--- config.mk ---
export PLATFORM = sky130hd
export DESIGN_NAME = mesi_snoop_ctrl
export DESIGN_NICKNAME = d
export VERILOG_FILES = /design/src/rtl/mesi_snoop_ctrl.sv
export SDC_FILE = /design/constraint.sdc
export NUM_CORES = 1
export LEC_CHECK = 0
export ABC_AREA = 1
export BUFFER_PORTS_ARGS = -buffer_cell sky130_fd_sc_hd__buf_2
export CAP_MARGIN = 5
export CORE_MARGIN = 2
export CORE_UTILIZATION = 40
export CTS_CLUSTER_SIZE = 12
export DETAILED_ROUTE_END_ITERATION = 8
export GPL_TIMING_DRIVEN = 0
export PLACE_DENSITY_LB_ADDON = 0.2
export SETUP_SLACK_MARGIN = 0.1
export SLEW_MARGIN = 20
export SYNTH_ARGS = -nofsm -noshare
export SYNTH_HDL_FRONTEND = slang
export SYNTH_SLANG_ARGS = --single-unit
--- constraint.sdc ---
create_clock -name clk -period 6.1 [get_ports clk]
set_clock_uncertainty 0.15 [all_clocks]
set_input_delay 0 -clock clk [delete_from_list [all_inputs] [get_ports clk]]
set_output_delay 0 -clock clk [all_outputs]
set_load 0.02 [all_outputs]
--- src/rtl/mesi_snoop_ctrl.sv ---
module mesi_snoop_ctrl #(
  parameter int ADDR_W = 12,
  parameter int CNT_W  = 16
) (
  input  logic                clk,
  input  logic                rst_n,
  input  logic                c0_valid,
  input  logic                c0_write,
  input  logic [ADDR_W-1:0]   c0_addr,
  output logic                c0_ready,
  input  logic                c1_valid,
  input  logic                c1_write,
  input  logic [ADDR_W-1:0]   c1_addr,
  output logic                c1_ready,
  output logic                bus_valid,
  output logic [1:0]          bus_cmd,
  output logic                bus_core,
  output logic [ADDR_W-7:0]   bus_line,
  output logic                fill_valid,
  output logic [1:0]          fill_state,
  output logic                flush_valid,
  output logic                flush_core,
  input  logic [ADDR_W-1:0]   q_addr,
  output logic [1:0]          q_st0,
  output logic [1:0]          q_st1,
  output logic [CNT_W-1:0]    wb_cnt0,
  output logic [CNT_W-1:0]    wb_cnt1,
  output logic [CNT_W-1:0]    inv_cnt0,
  output logic [CNT_W-1:0]    inv_cnt1
);
  localparam int OFF    = 6;
  localparam int LW     = ADDR_W - OFF;
  localparam int NLINES = 1 << LW;

  localparam logic [1:0] ST_I = 2'd0, ST_S = 2'd1, ST_E = 2'd2, ST_M = 2'd3;
  localparam logic [1:0] CMD_NONE = 2'd0, CMD_RD = 2'd1, CMD_RDX = 2'd2, CMD_UPG = 2'd3;

  logic [1:0] st0 [NLINES];
  logic [1:0] st1 [NLINES];
  logic       prio;

  assign c0_ready = c0_valid & (~c1_valid | ~prio);
  assign c1_ready = c1_valid & (~c0_valid |  prio);

  wire          acc  = c0_ready | c1_ready;
  wire          rc   = c1_ready;
  wire          wr   = rc ? c1_write : c0_write;
  wire [LW-1:0] line = rc ? c1_addr[ADDR_W-1:OFF] : c0_addr[ADDR_W-1:OFF];
  wire [1:0]    sr   = rc ? st1[line] : st0[line];
  wire [1:0]    so   = rc ? st0[line] : st1[line];

  assign q_st0 = st0[q_addr[ADDR_W-1:OFF]];
  assign q_st1 = st1[q_addr[ADDR_W-1:OFF]];

  logic [1:0] nr, no, cmd;
  logic       fl, iv, fill;

  always_comb begin
    nr = sr; no = so; cmd = CMD_NONE; fl = 1'b0; iv = 1'b0; fill = 1'b0;
    if (wr) begin
      nr = ST_M;
      if (sr == ST_I) begin cmd = CMD_RDX; fill = 1'b1; end
      else if (sr == ST_S) cmd = CMD_UPG;
      if (cmd != CMD_NONE) begin
        no = ST_I;
        fl = (so == ST_M);
        iv = (so != ST_I);
      end
    end else if (sr == ST_I) begin
      cmd  = CMD_RD;
      fill = 1'b1;
      nr   = (so == ST_I) ? ST_E : ST_S;
      no   = (so == ST_I) ? ST_I : ST_S;
      fl   = (so == ST_M);
    end
  end

  always_ff @(posedge clk) begin
    if (!rst_n) begin
      for (int i = 0; i < NLINES; i++) begin
        st0[i] <= ST_I;
        st1[i] <= ST_I;
      end
      prio <= 1'b0;
      bus_valid <= 1'b0; bus_cmd <= CMD_NONE; bus_core <= 1'b0; bus_line <= '0;
      fill_valid <= 1'b0; fill_state <= ST_I;
      flush_valid <= 1'b0; flush_core <= 1'b0;
      wb_cnt0 <= '0; wb_cnt1 <= '0; inv_cnt0 <= '0; inv_cnt1 <= '0;
    end else begin
      bus_valid   <= acc && (cmd != CMD_NONE);
      bus_cmd     <= acc ? cmd : CMD_NONE;
      bus_core    <= rc;
      bus_line    <= line;
      fill_valid  <= acc & fill;
      fill_state  <= (acc & fill) ? nr : ST_I;
      flush_valid <= acc & fl;
      flush_core  <= ~rc;
      if (acc) begin
        prio <= ~rc;
        if (rc) begin
          st1[line] <= nr; st0[line] <= no;
          wb_cnt0  <= wb_cnt0  + CNT_W'(fl);
          inv_cnt0 <= inv_cnt0 + CNT_W'(iv);
        end else begin
          st0[line] <= nr; st1[line] <= no;
          wb_cnt1  <= wb_cnt1  + CNT_W'(fl);
          inv_cnt1 <= inv_cnt1 + CNT_W'(iv);
        end
      end
    end
  end

  AST_ONE_GRANT: assert property (@(posedge clk) disable iff (!rst_n)
    $onehot0({c1_ready, c0_ready}));
  AST_READY_NEEDS_VALID: assert property (@(posedge clk) disable iff (!rst_n)
    (c0_ready -> c0_valid) && (c1_ready -> c1_valid));
  AST_RR_TURN: assert property (@(posedge clk) disable iff (!rst_n)
    (c0_valid && c1_valid && c0_ready) ##1 (c0_valid && c1_valid) |-> c1_ready);
  AST_SINGLE_OWNER0: assert property (@(posedge clk) disable iff (!rst_n)
    (q_st0 == ST_M || q_st0 == ST_E) |-> q_st1 == ST_I);
  AST_SINGLE_OWNER1: assert property (@(posedge clk) disable iff (!rst_n)
    (q_st1 == ST_M || q_st1 == ST_E) |-> q_st0 == ST_I);
  AST_FLUSH_ON_BUS: assert property (@(posedge clk) disable iff (!rst_n)
    flush_valid |-> bus_valid && bus_core != flush_core);
  AST_NO_FILL_ON_UPG: assert property (@(posedge clk) disable iff (!rst_n)
    fill_valid |-> bus_valid && bus_cmd != CMD_UPG);
  AST_IDLE_QUIET: assert property (@(posedge clk) disable iff (!rst_n)
    !(c0_valid || c1_valid) |=> !bus_valid && !fill_valid && !flush_valid);
  AST_WB_STEP: assert property (@(posedge clk) disable iff (!rst_n)
    !flush_valid |-> $stable(wb_cnt0) && $stable(wb_cnt1));
endmodule

==> results.md <==
- The run finished with clean final reports.
- The number of instances in the synthesized netlist is 2464.
- The mapped netlist covers 18600 µm².
- In the routed layout, each cell is associated on average with a via count of 5.99.
- The CTS tree is built.
- Yosys printed 0 warnings.
- Of all flip-flops after synthesis, the portion carrying an async set or reset was 0%.
- The hold violation total from the final report is 0.
- The main flop type after synthesis is edfxtp_1.
- The min-delay analysis places its worst path in the category input port to flip-flop.
- Synthesis inferred 336 register bits.
- In the routed design, unresolved DRC markers number 0.
- On the critical path, the stage with the largest delay is an instance of clkbuf_1.
- The fraction of the yosys area taken by sequential cells is 50.0%.
- At the placement stage, the worst setup path has a slack of 0.382 ns.
- The final routed wire length divided by cell count is 29.2 µm.
- The worst path in the final design needs a cycle of 5.73 ns, including I/O delays and setup.
- The cell repeated most along the worst path is nand2_1.
- In this run, CTS created clock tree buffers numbering 40.
- In this run the core area contains 78 standard-cell rows.
- Each instance of the synthesized netlist takes up on average 7.54 µm².
- The cell type contributing the most total cell area after synthesis is edfxtp_1.
- The placed instance area is 20000 µm².
- By area the synthesized netlist is led by edfxtp_1 41%, nand2_1 17%, nor2_1 9.7%, dfxtp_1 8.6%, o21ai_0 5.0%.
- The number of placed I/O pins is 127.
- Clock-pin slew was measured on the worst setup and hold paths at 0.06 ns.
- Entering global routing, the biggest net connects 13 pins.
- Of the post-synthesis cell area, the dominant cell type holds 41.4%.
- The largest vdd supply drop is 217 µV.
- After filler insertion, the fill cell instance count of the layout stands at 4614.
- The final-report setup violation count is 0.
- The most common cell in the netlist is nand2_1.
- The via count is 19600.
- After floorplanning, the core was sized to cover 45600 µm².
- Setup repair after global routing could not meet its margin everywhere.
- The share of cells above drive strength 1 is 11.1%.
- Once the floorplan was initialized, standard cells occupied 40.8% of the core.
- The max-slew violation count is 0.
- STA classifies the critical path endpoint as a flip-flop.
- Relative to the synthesized area, the layout overhead comes to 15.3%.
- Summed over all layers, the global routing overflow is 0.
- The post-route core utilization is 47.0%.
- The peak clock frequency supported by timing is 175 MHz.
- The final RePlAce weighted congestion is 1.05.
- The static leakage power is 9.28 nW.
- The final layout contains routed wiring with a total length of 95.5 mm.
- The critical setup path kind is flip-flop to flip-flop.
- After synthesis, the most frequently instantiated cells are 838 x nand2_1, 481 x nor2_1, 256 x edfxtp_1, 185 x o21ai_0, 112 x nand3_1.
- In this run the horizontal extent of the chip is 220 µm.
- The cell chosen for the clock root is clkbuf_16.
- The source-to-sink clock delay at the later pin of the worst-skew pair is 0.58 ns.
- The number of antenna violations at the first check in global routing is 10.
- The vertical extent of the die is 220 µm.
- The total power is 6.41 mW.
- The type of element launching the critical path is a flip-flop.
- Buffers added to address setup during post-CTS repair amount to 0.
- The design area is 21400 µm².
- The H-tree generated during clock tree synthesis spans 2 levels.
- The tool flagged a number of max-cap violations equal to 0.
- The count of port buffers added during placement is 105.
- After the last flow step, the layout net total stands at 2686.
- The via count of the first global-routing pass is 17700.
- The first routing iteration left 2866 violations.
- The critical path's largest stage delay is 0.72 ns.
- The pre-antenna-repair detailed-routing pass consisted of 8 iterations.
- STA puts the critical path data required time at 6.47 ns.
- Of the available clock period, the critical path in the final layout requires 93.9%.
- The die covers 48200 µm².
- The power density over the cells is 299 nW/µm².
- The worst hold path passes through 7 cells.
- In this run the deepest clock path goes through 3 buffers.
- The estimated wirelength of the detail-placed design is 68.6 mm.
- Synthesis instantiated 45 different standard cells from the library.
- The count of flip-flops with a built-in enable after synthesis is 256.
- The global-route wire length before repair is 130 mm.
- Synthesis produced a netlist with a net count of 2515.
- The final worst-path setup slack is 0.375 ns.
- In this run the remaining antenna-violating nets after routing total 0.
- At the pin with the least slew margin, the transition time is 1.29 ns.
- The worst reg-to-reg path cell count is 37.
- The headroom to the max-slew limit is 13.9%.
- The critical path data arrival time is 6.10 ns.
- The total clock sinks is 336.
- The global router's overall resource usage is 39.3%.
- The highest fanout seen on the critical path is 10.
[power by group]
part	internal [mW]	switching, mW
Clock	1.40	0.991
Combinational	0.319	1.10
Sequential	2.54	0.0665
[cell type report]
type / instances / area (µm²) / share of cell area (%)
multi-input cells: 1861 / 8090 / 37.8
flip-flops and latches: 336 / 9290 / 43.3
plain buffers: 150 / 817 / 3.81
clock inverters: 9 / 66.3 / 0.309
inverters: 117 / 439 / 2.05
diodes: 1 / 2.50 / 0.0117
clock buffers: 64 / 1240 / 5.79
repair buffers: 129 / 734 / 3.43
well taps: 600 / 751 / 3.50
[critical path: cells and delay by family (launching register included)]
kind,cells,cell delay (ns)
and+or+nand+nor,27,3.13
adders and majority gates,1,0.22
AOI/OAI and AO/OA,2,0.29
DFF,1,0.36
buffers and inverters,7,1.52
[registers in the layout, indices dropped and copies added, names as in the netlist]
signal	flops
bus_cmd	2
bus_core	1
bus_line	6
bus_valid	1
fill_state	2
fill_valid	1
flush_core	1
flush_valid	1
inv_cnt0	16
inv_cnt1	16
prio	1
st0	128
st1	128
wb_cnt0	16
wb_cnt1	16
[cell families (layout without fill, tap and decap cells)]
logic type                 count (synthesis)  in the layout  share of synthesized area (%)
DFF                                      336            336                           50.0
AOI/OAI and AO/OA                        339            339                           10.3
xor gates and xnor gates                   2              2                         0.0943
other                                      0              1                              0
and+or+nand+nor                         1511           1511                           32.4
adders and majority gates                  9              9                          0.606
buffers and inverters                    267            469                           6.67
[cell usage in the layout (no fill, tap or decap), types with 4 or more instances in the layout]
cell and instances:
clkbuf_16 43, buf_1 6, dfxtp_1 80, clkbuf_2 11, buf_2 136, inv_1 110
nor4_1 5, a21oi_1 52, nor2_1 479, edfxtp_1 256, dlygate4sd3_1 12, buf_4 20
o22ai_1 60, nand2_4 4, nor3_1 24, nand2_2 11, a221oi_1 4, o21ai_1 4
o211ai_1 5, nand2_1 838, clkbuf_1 82, nand3_1 112, nor3_2 5, inv_2 5
nor2_2 11, buf_6 22, clkbuf_8 8, nand4_1 11, ha_1 9, o21ai_0 185
o21a_1 5, o221ai_1 7
[final timing paths]
check,slack [ns],endpoint,start
worst min register to register,0.31,wb_cnt0[15]$_SDFFE_PN0P_,wb_cnt0[15]$_SDFFE_PN0P_
worst min-delay path,0.10,st0[17][0]$_SDFFCE_PN0P_,c0_addr[10]
worst max register to register,0.37,wb_cnt1[15]$_SDFFE_PN0P_,prio$_SDFFE_PN0N_
worst max-delay path,0.37,wb_cnt1[15]$_SDFFE_PN0P_,prio$_SDFFE_PN0N_
[repair_timing]
action | in CTS | in global routing
hold endpoints to repair | 27 | 0
gates resized for setup | 0 | 10
endpoints found under the setup margin | 0 | 8
hold buffers | 12 | 0
[stage by stage]
stage	std cells	hold WS, ns	setup TNS [ns]
6_report	3267	0.102	0
5_1_grt	3266	0.155	0
4_1_cts	3266	0.0904	0
3_5_place_dp	3181	0.210	0
3_3_place_gp	3169	0.210	-13.85
2_1_floorplan	2464	0.0334	0
[layer usage]
layer | GRT usage, % | vias to the layer above | part of all wire, %
li1 | - | 8449 | -
met1 | 53.9 | 9292 | 39
met2 | 55.8 | 1502 | 41
met3 | 10.4 | 322 | 13
met4 | 22.8 | 4 | 6.7
met5 | 0 | - | 0.026
No activity file was read; power rests on OpenSTA's default activity.
